File: config.mk
export PLATFORM = sky130hd
export DESIGN_NAME = bcd_calendar
export DESIGN_NICKNAME = d
export VERILOG_FILES = /design/src/rtl/cal_pkg.sv /design/src/rtl/cal_prescaler.sv /design/src/rtl/cal_datetime.sv /design/src/rtl/cal_init_ctrl.sv /design/src/rtl/bcd_calendar.sv
export SDC_FILE = /design/constraint.sdc
export NUM_CORES = 1
export LEC_CHECK = 0
export ABC_AREA = 1
export BUFFER_PORTS_ARGS = -buffer_cell sky130_fd_sc_hd__buf_2
export CAP_MARGIN = 20
export CORE_ASPECT_RATIO = 1.2
export CORE_MARGIN = 4
export CORE_UTILIZATION = 50
export CTS_CLUSTER_DIAMETER = 150
export DETAILED_ROUTE_END_ITERATION = 10
export HOLD_SLACK_MARGIN = 0.08
export PLACE_DENSITY = 0.71
export SLEW_MARGIN = 20
export SYNTH_ARGS = -nofsm -noshare
export SYNTH_HDL_FRONTEND = slang
export SYNTH_HIERARCHICAL = 1
export SYNTH_SLANG_ARGS = --single-unit
File: constraint.sdc
create_clock -name clk -period 7 [get_ports clk]
set_input_delay 1.4 -clock clk [delete_from_list [all_inputs] [get_ports clk]]
set_output_delay 1.4 -clock clk [all_outputs]
set_load 0.005 [all_outputs]
File: src/rtl/cal_pkg.sv
`timescale 1ns/1ps
// Shared types, register addresses, status bit positions and BCD helpers
// for the real-time calendar. Assumes all calendar fields hold valid BCD.
package cal_pkg;

    localparam logic [1:0] ADDR_TIME  = 2'd0;
    localparam logic [1:0] ADDR_DATE  = 2'd1;
    localparam logic [1:0] ADDR_PRESC = 2'd2;
    localparam logic [1:0] ADDR_STAT  = 2'd3;

    localparam int BIT_REQ   = 7;
    localparam int BIT_ACK   = 6;
    localparam int BIT_SYNC  = 5;
    localparam int BIT_INITD = 4;
    localparam int BIT_FMT   = 16;

    typedef struct packed {
        logic [5:0] hr;
        logic [6:0] mn;
        logic [6:0] sc;
    } cal_time_t;

    typedef struct packed {
        logic [7:0] yr;
        logic [2:0] wd;
        logic [4:0] mo;
        logic [5:0] dy;
    } cal_date_t;

    localparam cal_time_t TIME_RST = '{hr: 6'h00, mn: 7'h00, sc: 7'h00};
    localparam cal_date_t DATE_RST = '{yr: 8'h00, wd: 3'd1, mo: 5'h01, dy: 6'h01};

    // Add one to a two-digit BCD value (no wrap past 99 handled here).
    function automatic logic [7:0] bcd_inc(input logic [7:0] v);
        if (v[3:0] == 4'h9) return {v[7:4] + 4'h1, 4'h0};
        return {v[7:4], v[3:0] + 4'h1};
    endfunction

    // Leap test on BCD digits: value divisible by 4.
    function automatic logic yr_leap(input logic [7:0] y);
        if (!y[4]) return (y[3:0] == 4'h0) || (y[3:0] == 4'h4) || (y[3:0] == 4'h8);
        return (y[3:0] == 4'h2) || (y[3:0] == 4'h6);
    endfunction

    // Last day of the month in BCD.
    function automatic logic [5:0] month_last(input logic [4:0] mo, input logic [7:0] y);
        case (mo)
            5'h02:                      return yr_leap(y) ? 6'h29 : 6'h28;
            5'h04, 5'h06, 5'h09, 5'h11: return 6'h30;
            default:                    return 6'h31;
        endcase
    endfunction

endpackage

File: src/rtl/cal_prescaler.sv
`timescale 1ns/1ps
// Two-stage divider: a coarse counter wraps at a_lim and each wrap steps a
// fine counter that wraps at s_lim; tick marks the cycle of the joint wrap.
// Assumes limits change only while run is low (both counters then cleared).
module cal_prescaler #(
    parameter int AW = 7,
    parameter int SW = 15
) (
    input  logic          clk,
    input  logic          rst_n,
    input  logic          run,
    input  logic [AW-1:0] a_lim,
    input  logic [SW-1:0] s_lim,
    output logic          tick
);
    logic [AW-1:0] a_cnt;
    logic [SW-1:0] s_cnt;
    logic          a_end;

    assign a_end = (a_cnt == a_lim);
    assign tick  = run && a_end && (s_cnt == s_lim);

    // Divider counters, held at zero while halted.
    always_ff @(posedge clk) begin
        if (!rst_n || !run) begin
            a_cnt <= '0;
            s_cnt <= '0;
        end else if (a_end) begin
            a_cnt <= '0;
            s_cnt <= (s_cnt == s_lim) ? '0 : s_cnt + 1'b1;
        end else begin
            a_cnt <= a_cnt + 1'b1;
        end
    end

    p_cnt_in_range_r5: assert property (@(posedge clk) disable iff (!rst_n)
        (a_cnt <= a_lim) && (s_cnt <= s_lim));

    p_halt_clears_r6: assert property (@(posedge clk) disable iff (!rst_n)
        !run |=> (a_cnt == '0) && (s_cnt == '0));

endmodule

File: src/rtl/cal_datetime.sv
`timescale 1ns/1ps
// Live BCD time and date registers with the one-second advance logic:
// 24-hour wrap, month lengths, leap years, weekday and year rollover.
// Assumes writes and ticks never coincide (writes only while halted).
module cal_datetime
    import cal_pkg::*;
(
    input  logic      clk,
    input  logic      rst_n,
    input  logic      tick,
    input  logic      wr_time,
    input  logic      wr_date,
    input  cal_time_t tm_in,
    input  cal_date_t dt_in,
    output cal_time_t tm_q,
    output cal_date_t dt_q
);
    cal_time_t tm_n;
    cal_date_t dt_n;
    logic [7:0] sc_i, mn_i, hr_i, dy_i, mo_i, yr_i;
    logic sc_wrap, mn_wrap, hr_wrap, dy_wrap, mo_wrap;

    assign sc_i = bcd_inc({1'b0, tm_q.sc});
    assign mn_i = bcd_inc({1'b0, tm_q.mn});
    assign hr_i = bcd_inc({2'b0, tm_q.hr});
    assign dy_i = bcd_inc({2'b0, dt_q.dy});
    assign mo_i = bcd_inc({3'b0, dt_q.mo});
    assign yr_i = bcd_inc(dt_q.yr);

    // Carry chain from seconds up to year.
    always_comb begin
        sc_wrap = (tm_q.sc == 7'h59);
        mn_wrap = sc_wrap && (tm_q.mn == 7'h59);
        hr_wrap = mn_wrap && (tm_q.hr == 6'h23);
        dy_wrap = hr_wrap && (dt_q.dy == month_last(dt_q.mo, dt_q.yr));
        mo_wrap = dy_wrap && (dt_q.mo == 5'h12);
    end

    // Next time and date after one second.
    always_comb begin
        tm_n    = tm_q;
        dt_n    = dt_q;
        tm_n.sc = sc_wrap ? 7'h00 : sc_i[6:0];
        if (sc_wrap) tm_n.mn = (tm_q.mn == 7'h59) ? 7'h00 : mn_i[6:0];
        if (mn_wrap) tm_n.hr = (tm_q.hr == 6'h23) ? 6'h00 : hr_i[5:0];
        if (hr_wrap) begin
            dt_n.dy = dy_wrap ? 6'h01 : dy_i[5:0];
            dt_n.wd = (dt_q.wd == 3'd7) ? 3'd1 : 3'(dt_q.wd + 3'd1);
        end
        if (dy_wrap) dt_n.mo = mo_wrap ? 5'h01 : mo_i[4:0];
        if (mo_wrap) dt_n.yr = (dt_q.yr == 8'h99) ? 8'h00 : yr_i;
    end

    // Time register: write while programming, otherwise advance on tick.
    always_ff @(posedge clk) begin
        if (!rst_n)       tm_q <= TIME_RST;
        else if (wr_time) tm_q <= tm_in;
        else if (tick)    tm_q <= tm_n;
    end

    // Date register: write while programming, otherwise advance on tick.
    always_ff @(posedge clk) begin
        if (!rst_n)       dt_q <= DATE_RST;
        else if (wr_date) dt_q <= dt_in;
        else if (tick)    dt_q <= dt_n;
    end

    p_time_hold_r6: assert property (@(posedge clk) disable iff (!rst_n)
        (!tick && !wr_time) |=> $stable(tm_q));

    p_date_hold_r6: assert property (@(posedge clk) disable iff (!rst_n)
        (!tick && !wr_date) |=> $stable(dt_q));

    p_sec_wrap_r2: assert property (@(posedge clk) disable iff (!rst_n)
        (tick && !wr_time && tm_q.sc == 7'h59) |=> (tm_q.sc == 7'h00));

    p_wday_wrap_r3: assert property (@(posedge clk) disable iff (!rst_n)
        (tick && !wr_date && hr_wrap && dt_q.wd == 3'd7) |=> (dt_q.wd == 3'd1));

endmodule

File: src/rtl/cal_init_ctrl.sv
`timescale 1ns/1ps
// Programming-mode handshake and shadow copy: the request halts the
// calendar, the acknowledge follows after INIT_LAT edges, and the shadow
// time/date refresh one cycle after each advance or mode exit, with the
// sync flag following two cycles after that. Assumes INIT_LAT >= 1.
module cal_init_ctrl
    import cal_pkg::*;
#(
    parameter int INIT_LAT = 2
) (
    input  logic      clk,
    input  logic      rst_n,
    input  logic      req_wr,
    input  logic      req_val,
    input  logic      sync_clr,
    input  logic      tick,
    input  cal_time_t tm_live,
    input  cal_date_t dt_live,
    output logic      req,
    output logic      ack,
    output logic      sync,
    output cal_time_t tm_sh,
    output cal_date_t dt_sh
);
    logic [INIT_LAT-1:0] pipe;
    logic exit_ev, ref_q, ref_d1, ref_d2;

    // Request bit written through the status word.
    always_ff @(posedge clk) begin
        if (!rst_n)      req <= 1'b0;
        else if (req_wr) req <= req_val;
    end

    // First stage of the acknowledge delay line.
    always_ff @(posedge clk) begin
        if (!rst_n) pipe[0] <= 1'b0;
        else        pipe[0] <= req;
    end

    for (genvar i = 1; i < INIT_LAT; i++) begin : g_ack_dly
        // Later stages drop at once when the request is withdrawn.
        always_ff @(posedge clk) begin
            if (!rst_n) pipe[i] <= 1'b0;
            else        pipe[i] <= pipe[i-1] & req;
        end
    end

    assign ack     = pipe[INIT_LAT-1];
    assign exit_ev = ack & ~req;

    // Refresh pipeline: event, shadow load, then two stages to the flag.
    always_ff @(posedge clk) begin
        if (!rst_n) begin
            ref_q  <= 1'b0;
            ref_d1 <= 1'b0;
            ref_d2 <= 1'b0;
        end else begin
            ref_q  <= tick | exit_ev;
            ref_d1 <= ref_q;
            ref_d2 <= ref_d1;
        end
    end

    // Shadow copy of the live calendar.
    always_ff @(posedge clk) begin
        if (!rst_n) begin
            tm_sh <= TIME_RST;
            dt_sh <= DATE_RST;
        end else if (ref_q) begin
            tm_sh <= tm_live;
            dt_sh <= dt_live;
        end
    end

    // Sync flag: hardware set wins over a software clear.
    always_ff @(posedge clk) begin
        if (!rst_n)        sync <= 1'b0;
        else if (ref_d2)   sync <= 1'b1;
        else if (sync_clr) sync <= 1'b0;
    end

    p_ack_needs_req_r7: assert property (@(posedge clk) disable iff (!rst_n)
        ack |-> $past(req));

    p_ack_drop_r7: assert property (@(posedge clk) disable iff (!rst_n)
        !req |=> !ack);

    p_sync_clear_r9: assert property (@(posedge clk) disable iff (!rst_n)
        (sync_clr && !ref_d2) |=> !sync);

    p_shadow_hold_r9: assert property (@(posedge clk) disable iff (!rst_n)
        !ref_q |=> $stable(tm_sh) && $stable(dt_sh));

endmodule

File: src/rtl/bcd_calendar.sv
`timescale 1ns/1ps
// Top of the real-time calendar: register decode, prescaler limit storage
// and read-back mux. Calendar and prescaler writes are gated by the
// programming acknowledge; reads of time and date come from the shadow.
module bcd_calendar
    import cal_pkg::*;
#(
    parameter int AW       = 7,
    parameter int SW       = 15,
    parameter int INIT_LAT = 2
) (
    input  logic        clk,
    input  logic        rst_n,
    input  logic        wr_en,
    input  logic [1:0]  addr,
    input  logic [31:0] wdata,
    output logic [31:0] rdata
);
    localparam int A_LO = 16;
    localparam int A_HI = A_LO + AW - 1;

    logic [AW-1:0] a_lim;
    logic [SW-1:0] s_lim;
    logic req, ack, sync, tick, initd;
    logic wr_stat, wr_time, wr_date, wr_presc;
    cal_time_t tm_live, tm_sh, tm_in;
    cal_date_t dt_live, dt_sh, dt_in;
    logic unused_hi;

    assign unused_hi = ^wdata[31:24];

    assign wr_stat  = wr_en && (addr == ADDR_STAT);
    assign wr_time  = wr_en && ack && (addr == ADDR_TIME);
    assign wr_date  = wr_en && ack && (addr == ADDR_DATE);
    assign wr_presc = wr_en && ack && (addr == ADDR_PRESC);

    assign tm_in = '{hr: wdata[21:16], mn: wdata[14:8], sc: wdata[6:0]};
    assign dt_in = '{yr: wdata[23:16], wd: wdata[15:13], mo: wdata[12:8], dy: wdata[5:0]};
    assign initd = (dt_live.yr != 8'h00);

    // Prescaler limits, writable only while acknowledged.
    always_ff @(posedge clk) begin
        if (!rst_n) begin
            a_lim <= '1;
            s_lim <= '1;
        end else if (wr_presc) begin
            a_lim <= wdata[A_HI:A_LO];
            s_lim <= wdata[SW-1:0];
        end
    end

    cal_prescaler #(.AW(AW), .SW(SW)) u_presc (
        .clk   (clk),
        .rst_n (rst_n),
        .run   (!req),
        .a_lim (a_lim),
        .s_lim (s_lim),
        .tick  (tick)
    );

    cal_datetime u_cal (
        .clk     (clk),
        .rst_n   (rst_n),
        .tick    (tick),
        .wr_time (wr_time),
        .wr_date (wr_date),
        .tm_in   (tm_in),
        .dt_in   (dt_in),
        .tm_q    (tm_live),
        .dt_q    (dt_live)
    );

    cal_init_ctrl #(.INIT_LAT(INIT_LAT)) u_ctl (
        .clk      (clk),
        .rst_n    (rst_n),
        .req_wr   (wr_stat),
        .req_val  (wdata[BIT_REQ]),
        .sync_clr (wr_stat && !wdata[BIT_SYNC]),
        .tick     (tick),
        .tm_live  (tm_live),
        .dt_live  (dt_live),
        .req      (req),
        .ack      (ack),
        .sync     (sync),
        .tm_sh    (tm_sh),
        .dt_sh    (dt_sh)
    );

    // Read-back mux for the selected word.
    always_comb begin
        rdata = '0;
        case (addr)
            ADDR_TIME: begin
                rdata[6:0]   = tm_sh.sc;
                rdata[14:8]  = tm_sh.mn;
                rdata[21:16] = tm_sh.hr;
            end
            ADDR_DATE: begin
                rdata[5:0]   = dt_sh.dy;
                rdata[12:8]  = dt_sh.mo;
                rdata[15:13] = dt_sh.wd;
                rdata[23:16] = dt_sh.yr;
            end
            ADDR_PRESC: begin
                rdata[SW-1:0]    = s_lim;
                rdata[A_HI:A_LO] = a_lim;
            end
            default: begin
                rdata[BIT_REQ]   = req;
                rdata[BIT_ACK]   = ack;
                rdata[BIT_SYNC]  = sync;
                rdata[BIT_INITD] = initd;
                rdata[BIT_FMT]   = 1'b0;
            end
        endcase
    end

    p_presc_locked_r8: assert property (@(posedge clk) disable iff (!rst_n)
        !ack |=> $stable(a_lim) && $stable(s_lim));

    p_no_tick_in_init_r6: assert property (@(posedge clk) disable iff (!rst_n)
        req |-> !tick);

endmodule

# Word-level counts from Yosys, hierarchy flattened

Index checks and enable logic that the tools add are counted.

Bits in registers: 135
Logic and storage cells: 182
Input port bits: 37
Output and inout bits: 32

Bitwise gates (word level): 4
Add/subtract/negate cells: 15
Equality and inequality tests: 27
Reductions and logical operators: 50
Muxes and demuxes: 55

Operators with widths:

| cell                    | count |
|---|---|
| $mux W7                 | 7 |
| $mux W6                 | 8 |
| $mux W22                | 2 |
| $mux W20                | 2 |
| $mux W8                 | 4 |
| $add A4 B1 Y4 const B   | 7 |
| $eq A4 B4 Y1 const B    | 7 |
| $pmux W7 S3             | 1 |
| $mux W5                 | 4 |
| $reduce_bool A3 Y1      | 6 |
| $mux W1                 | 16 |
| $reduce_bool A2 Y1      | 8 |
| $add A15 B1 Y15 const B | 1 |
| $eq A15 B15 Y1          | 1 |
| $mux W15                | 1 |
| $pmux W5 S3             | 1 |
| $reduce_and A3 Y1       | 5 |
| $eq A7 B7 Y1 const B    | 2 |
| $logic_and A1 B1 Y1     | 12 |
| $pmux W4 S3             | 1 |
| $pmux W6 S2             | 1 |
| $reduce_and A2 Y1       | 6 |
| $eq A5 B3 Y1 const B    | 2 |
| $eq A5 B5 Y1 const B    | 2 |
| 29 further kinds        | 44 |

# Longest topological paths before layout

Gate-level depths: netlist (run 1).

Word-level depth: 15
Depth in mapped cells: 16
Depth with buffers taken out: 16

# By module

Netlist (run 1), hierarchy kept.

By module, submodules not included:

| module        | cells an instance | times used | sequential area each (um2) | area each (um2) |
|---|---|---|---|---|
| cal_datetime  | 420               | 1          | 840.8                      | 2831.5 |
| cal_init_ctrl | 210               | 1          | 980.9                      | 1686.6 |
| cal_prescaler | 279               | 1          | 440.4                      | 1566.5 |
| bcd_calendar  | 267               | 1          | 440.4                      | 1549.0 |

# Worst setup path before layout (run 1)

OpenSTA, ideal clock, no wires.

Path kind: input-to-output
Start: in addr[0]
End: out rdata[22]
Data required time: 5.600 ns
Setup slack: 3.442 ns
Arrival time: 2.158 ns
Stages: 6
Path buffers: 2
Cell sequence: inv_1 ha_1 buf_4 buf_4 nand2_1 a21boi_0

Longest elaborated chain between the ends: 2
Elaborated cells on any way between the ends: 3
Those cells by class: eq/ne: 2; mux: 1

RTL lines:

| item                                         | RTL line           | RTL |
|---|---|---|
| start, declared                              | bcd_calendar.sv:15 | `input logic [1:0] addr,` |
| $eq A2 B2 Y1 or $eq A2 B1 Y1 (tied branches) | bcd_calendar.sv:92 | `case (addr)` |
| $pmux W1 S2 (*)                              | bcd_calendar.sv:92 |  |
| end, declared                                | bcd_calendar.sv:17 | `output logic [31:0] rdata` |

Mark *: on every way between the ends. The rest lies on a longest branch, timed or not.

# Final worst setup path (run 1)

Start: in addr[1]
End: out rdata[4]

Longest elaborated chain between the ends: 2
Elaborated cells on any way between the ends: 4
Those cells by class: eq/ne: 2; mux: 1; reduce/logical: 1

RTL lines:

| item                                       | RTL line |
|---|---|
| $eq A2 B2 Y1, or another cell as far along | bcd_calendar.sv:92 |
| $pmux W2 S3 (*)                            | bcd_calendar.sv:92 |

Marks and branches as above.

==> results of run 1 <==
==> critical path: stages <==
cell and delay, ns:
buf_2 0.14, inv_1 0.08, ha_1 0.79, nand2_1 0.11, nand3_1 0.13, nor2_1 0.05, nor2_1 0.15, buf_2 0.14
==> Yosys cell counts, types with 2 or more instances <==
master	count	share of area
nand2_1	334	0.16
nor2_1	177	0.087
inv_1	139	0.068
dfxtp_1	135	0.35
nand3_1	109	0.071
o21ai_0	64	0.042
a21oi_1	23	0.015
ha_1	23	0.038
buf_4	15	0.015
clkbuf_1	13	0.0064
inv_2	13	0.0064
xor2_1	13	0.015
nand4_1	12	0.0098
buf_2	11	0.0072
a211oi_1	10	0.0098
a31oi_1	8	0.0066
buf_6	8	0.012
nor3_1	8	0.0052
xnor2_1	8	0.0092
nor2_2	5	0.0041
a22oi_1	4	0.0039
nand3_2	4	0.0052
o211ai_1	4	0.0039
a221oi_1	3	0.0034
clkbuf_2	3	0.0020
nand2_2	3	0.0025
nor2_4	3	0.0044
o21ai_1	3	0.0020
nand2_4	2	0.0030
nand3_4	2	0.0046
nor3b_1	2	0.0020
o21ai_2	2	0.0023
or2_2	2	0.0016
==> kinds of logic (layout without fill, tap and decap cells) <==
kind of cell / Yosys count / in the layout / synth area share
buf+inv: 203 / 240 / 0.1174
xor+xnor: 21 / 21 / 0.02409
compound gates: 128 / 128 / 0.09638
flops: 135 / 135 / 0.3540
fa+ha+maj: 23 / 23 / 0.03770
simple gates: 665 / 665 / 0.3699
other cells: 1 / 8 / 0.0004913
==> final cells by class <==
class,count,area (um^2),area share
Multi-Input combinational cell,845,4061,0.4774
Sequential cell,135,2703,0.3177
Inverter,152,570.5,0.06707
Clock buffer,22,484.2,0.05692
Timing Repair Buffer,56,290.3,0.03412
Tap cell,204,255.2,0.03000
Clock inverter,10,142.6,0.01677
==> sequential cells by signal, summed over array words and instances (netlist names), 7 cells and up <==
name and count:
u_ctl/dt_sh 22, u_ctl/tm_sh 20, u_cal/dt_q 22, u_presc/s_cnt 15, u_cal/tm_q 20, u_presc/a_cnt 7, s_lim 15, a_lim 7
==> power groups by stage <==
stage | Combinational, mW | Sequential (mW) | Clock [mW]
detailed placement | 0.0788 | 0.791 | 0
CTS | 0.0790 | 0.774 | 0.954
finish | 0.0793 | 0.774 | 0.939
floorplan | 0.0467 | 0.790 | 0
global route | 0.0881 | 0.774 | 0.987
global placement | 0.0788 | 0.791 | 0
==> routing by layer <==
layer	wire length, um	vias to the layer above	track usage
met5	0	-	0
met3	805	25	0.04449
li1	-	3745	-
met1	9083	3292	0.2948
met4	370	0	0.08174
met2	9123	172	0.3753
==> through the flow <==
stage / total power [mW] / cells / area (um^2) / hold WS (ns)
finish: 1.793 / 1424 / 8507 / 0.4099
global route: 1.849 / 1424 / 8507 / 0.4458
CTS: 1.807 / 1424 / 8507 / 0.4163
detailed placement: 0.8696 / 1392 / 7880 / 0.4111
global placement: 0.8696 / 1392 / 7880 / 0.3963
floorplan: 0.8367 / 1183 / 7660 / 0.3905
==> worst max path at each step <==
| stage | start | end | slack (ns) | cells after the start |
|---|---|---|---|---|
| after detailed placement | addr[1] | rdata[4] | 2.63 | 8 |
| after global placement | addr[1] | rdata[0] | 2.61 | 8 |
| after CTS | addr[1] | rdata[4] | 2.62 | 8 |
| after global routing | addr[1] | rdata[4] | 2.42 | 8 |
| after floorplan | addr[0] | rdata[22] | 3.44 | 6 |
| final | addr[1] | rdata[4] | 2.61 | 8 |
==> flow_metrics.py, run 1 <==
metrics = {
    "power": {
        "total_leakage_power_nw": 4.250,
        "intPower_mw": 1.395,
        "power.net_switching_mw": 0.3983,
        "netSwitchingFraction": 0.2221,
        "clkPwrFrac": 0.524,
        "p_per_area_nw_per_um2": 210.8,
        "vdd_ir_drop_max_mv": 0.1411,
        "power_frac_comb": 0.044,
        "seq_power_share": 0.432,
    },
    "cells_and_area": {
        "fillers": 1502,
        "diodes": 0,
        "num-nets-final": 1267,
        "finish.utilization": 0.5687,
        "drive_above_1_share": 0.1033,
        "mostFrequentLayoutCells": "nand2_1, nor2_1, inv_1, dfxtp_1, nand3_1",
        "final_common_cell": "nand2_1",
        "area_delta_synth_final_pct": 11.44,
    },
    "timing": {
        "hold_violations": 0,
        "setup_tns_ns": 0,
        "setup_viol": 0,
        "clock_skew_ns": 0.008287,
        "relSlewSlack": 0.2708,
        "setup_ws_ns": 2.607,
        "finalCritPeriodShare": 0.6276,
        "timing.fmax_mhz": 227.6,
        "slew_viol_final": 0,
        "rsz0062_at_grt": "no",
        "period_needed_ns": 4.393,
        "worst_pin_slew_ns": 1.090,
    },
    "clocking": {
        "cts-root-buf": "clkbuf_16",
        "cts_inserted_buffers": 17,
        "hold_buffers": 0,
        "cts_resized": 0,
        "cts_max_level": 4,
        "clock_path_buffers": 2,
        "clock-sinks": 135,
        "cts_tree": "done",
        "clock_latency_ns": 0.42,
        "path_clk_slew_ns": 0.06,
        "cts_setup_buffers": 0,
    },
    "synthesis": {
        "ys_seq_elements": 135,
        "seq_area_frac_synth": 0.3540,
        "synth_cell_types": 44,
        "synthArstFlopShare": 0,
        "synth_edf_count": 0,
        "synth_area_um2": 7634,
        "avgSynthCellArea_um2": 6.491,
        "synthCells": 1176,
        "yosys_warnings": 6,
        "yosys_most_used_dff": "dfxtp_1",
    },
    "global_route": {
        "grt_use_total": 0.2264,
        "grt_pass1_vias": 6508,
        "antenna_found_initial": 0,
        "grt_max_degree": 79,
        "grt.overflow.total": 0,
        "grt_pass1_wl_um": 31650,
    },
    "detailed_routing": {
        "vias": 7234,
        "routed_wl_um": 19380,
        "via_per_inst": 5.080,
        "wl_per_cell_um": 13.61,
        "dr.first_iter.drc_count": 710,
        "drtPass1Iterations": 5,
        "ant_nets": 0,
        "drc": 0,
    },
    "critical_path": {
        "worstPathRequired_ns": 5.60,
        "cp_max_fo": 23,
        "rr_worst_depth": 15,
        "startpoint_type": "primary input",
        "cp.arrival_ns": 2.99,
        "end_kind": "primary output",
        "r2r-end": "u_cal/tm_q[12]",
        "r2r_start": "u_presc/a_cnt[4]",
        "r2r_slack_ns": 4.08,
        "path_class": "primary input to primary output",
    },
    "hold_path": {
        "hold_path_startpoint": "u_ctl/pipe[0]",
        "hp-class": "flip-flop to flip-flop",
        "whs_path_depth": 2,
        "hold_end": "u_ctl/ack",
    },
    "floorplan": {
        "start_util": 0.5103,
        "core-area_um2": 14960,
        "die-area_um2": 17320,
        "dieWidth_um": 120.8,
        "rows": 49,
        "ios": 69,
        "die-height_um": 143.4,
    },
    "flow_run": {
        "maxCapViolations": 0,
    },
    "outcome": {
        "status": "finished, final reports clean",
    },
    "place": {
        "hpwl_um": 13800,
        "routabilityCongestion": 0.8812,
        "post-place-ws_ns": 2.632,
        "io_buffer_count": 52,
    },
}
No activity file was read; power rests on OpenSTA's default activity.
==> run 2: changes to the inputs <==
PLACE_DENSITY = 0.74   (was 0.71)
clock period = 3.7 ns   (was 7 ns; I/O delays follow)
==> flow_metrics.py, run 2 (same netlist as run 1, synthesis figures left out) <==
metrics = {
    "outcome": {
        "status": "finished, final reports clean",
    },
    "critical_path": {
        "worstPathRequired_ns": 2.96,
        "r2r_slack_ns": 0.82,
        "end_kind": "primary output",
        "startpoint_type": "primary input",
        "cp.arrival_ns": 2.20,
        "r2r_start": "u_presc/a_cnt[4]",
        "rr_worst_depth": 15,
        "path_class": "primary input to primary output",
        "r2r-end": "u_cal/tm_q[12]",
        "cp_max_fo": 12,
    },
    "clocking": {
        "cts_resized": 0,
        "path_clk_slew_ns": 0.06,
        "cts_inserted_buffers": 17,
        "clock-sinks": 135,
        "cts_setup_buffers": 0,
        "hold_buffers": 0,
        "clock_path_buffers": 2,
        "cts_tree": "done",
        "cts-root-buf": "clkbuf_16",
        "cts_max_level": 4,
        "clock_latency_ns": 0.42,
    },
    "cells_and_area": {
        "diodes": 0,
        "final_common_cell": "nand2_1",
        "multi_input_area_um2": 4061,
        "drive_above_1_share": 0.1099,
        "num-nets-final": 1275,
        "area.sequential_um2": 2703,
        "fillers": 1497,
        "mostFrequentLayoutCells": "nand2_1, nor2_1, inv_1, dfxtp_1, nand3_1",
        "area_delta_synth_final_pct": 12.54,
        "reg_top3": "u_cal/dt_q: 22 flops, u_ctl/dt_sh: 22 flops",
        "final_area_um2": 8591,
        "finish.utilization": 0.5743,
    },
    "global_route": {
        "grt_pass1_wl_um": 32140,
        "grt_use_met3": 0.04646,
        "grt_pass1_vias": 6751,
        "grt.overflow.total": 0,
        "grt_max_degree": 45,
        "top_usage_layer": "met2",
        "antenna_found_initial": 0,
        "met2_usage": 0.3889,
        "grt_use_total": 0.2305,
        "grt.met1_usage": 0.2919,
    },
    "place": {
        "routabilityCongestion": 0.8879,
        "hpwl_um": 13950,
        "io_buffer_count": 52,
        "postPlaceCellArea_um2": 7940,
    },
    "power": {
        "seq_power_share": 0.423,
        "p_per_area_nw_per_um2": 402.9,
        "vdd_ir_drop_max_mv": 0.2947,
        "netSwitchingFraction": 0.2176,
        "total_leakage_power_nw": 4.306,
        "intPower_mw": 2.708,
        "power_frac_comb": 0.045,
        "total_power_mw": 3.461,
        "clkPwrFrac": 0.532,
        "power.net_switching_mw": 0.7530,
    },
    "timing": {
        "period_needed_ns": 2.936,
        "setup_viol": 0,
        "relSlewSlack": 0.4715,
        "slew_viol_final": 0,
        "setup_tns_ns": 0,
        "rsz0062_at_grt": "no",
        "worst_pin_slew_ns": 0.7919,
        "clock_skew_ns": 0.006927,
        "timing.fmax_mhz": 340.6,
        "hold_violations": 0,
        "finalCritPeriodShare": 0.7935,
    },
    "detailed_routing": {
        "drc": 0,
        "via_per_inst": 5.147,
        "drtPass1Iterations": 6,
        "ant_nets": 0,
        "wl_per_cell_um": 13.61,
        "routed_wl_um": 19490,
        "dr.first_iter.drc_count": 613,
        "vias": 7371,
    },
    "hold_path": {
        "whs_path_depth": 2,
        "hold_path_startpoint": "u_ctl/ref_d1",
        "hold_end": "u_ctl/ref_d2",
        "hp-class": "flip-flop to flip-flop",
    },
    "floorplan": {
        "dieWidth_um": 120.8,
        "die-area_um2": 17320,
        "die-height_um": 143.4,
        "rows": 49,
        "ios": 69,
        "core-area_um2": 14960,
        "start_util": 0.5103,
    },
    "flow_run": {
        "maxCapViolations": 0,
    },
}
==> run 2: cell count changes in the layout (fill, tap and decap cells not counted) <==
cell        previous run  this run
buf_4                  4        12
clkinv_4               1         2
bufinv_16              3         4
clkbuf_1               1         0
inv_6                  1         0
clkinvlp_4             4         3
clkinv_2               1         2
==> run 2: routing by layer <==
layer	share of wire	up-vias
li1	-	3768
met1	0.45	3343
met2	0.47	220
met3	0.055	40
met4	0.026	0
met5	0	-
==> run 2: cell type report <==
| class | instances | share of cell area |
|---|---|---|
| sequential | 135 | 0.3146 |
| timing repair buffer | 64 | 0.04078 |
| tap | 204 | 0.02971 |
| inverter | 152 | 0.06641 |
| clock inverter | 11 | 0.01981 |
| multi-input combinational | 845 | 0.4728 |
| clock buffer | 21 | 0.05593 |
==> run 2: worst max-delay path by stage <==
stage | from | endpoint | slack (ns) | depth (start not counted)
floorplan | addr[0] | u_cal/tm_q[12] | 1.21 | 13
global placement | addr[0] | rdata[4] | 0.79 | 9
detailed placement | addr[0] | u_cal/tm_q[12] | 0.77 | 12
CTS | addr[0] | rdata[4] | 0.76 | 9
global route | u_presc/a_cnt[0] | u_cal/tm_q[12] | 0.52 | 12
finish | addr[0] | rdata[4] | 0.76 | 9
==> run 2: through the flow <==
step / setup slack [ns] / hold slack (ns) / cells
2_1_floorplan: 1.215 / 0.3905 / 1183
5_1_grt: 0.5188 / 0.4232 / 1432
6_report: 0.7640 / 0.4166 / 1432
3_5_place_dp: 0.7743 / 0.4049 / 1400
4_1_cts: 0.7629 / 0.4181 / 1432
3_3_place_gp: 0.7859 / 0.3950 / 1400
==> run 2: power by group through the flow <==
stage / logic [mW] / registers, mW / clock network (mW)
floorplan: 0.0883 / 1.49 / 0
global placement: 0.154 / 1.50 / 0
detailed placement: 0.154 / 1.50 / 0
CTS: 0.156 / 1.46 / 1.86
global route: 0.172 / 1.46 / 1.93
finish: 0.155 / 1.46 / 1.84
==> run 2: critical path, cell delays in order <==
cell and delay, ns:
buf_2 0.14, inv_1 0.11, ha_1 0.45, buf_4 0.26
nand2_1 0.06, nand3_1 0.07, nor2_1 0.04, nor2_1 0.16
buf_2 0.15
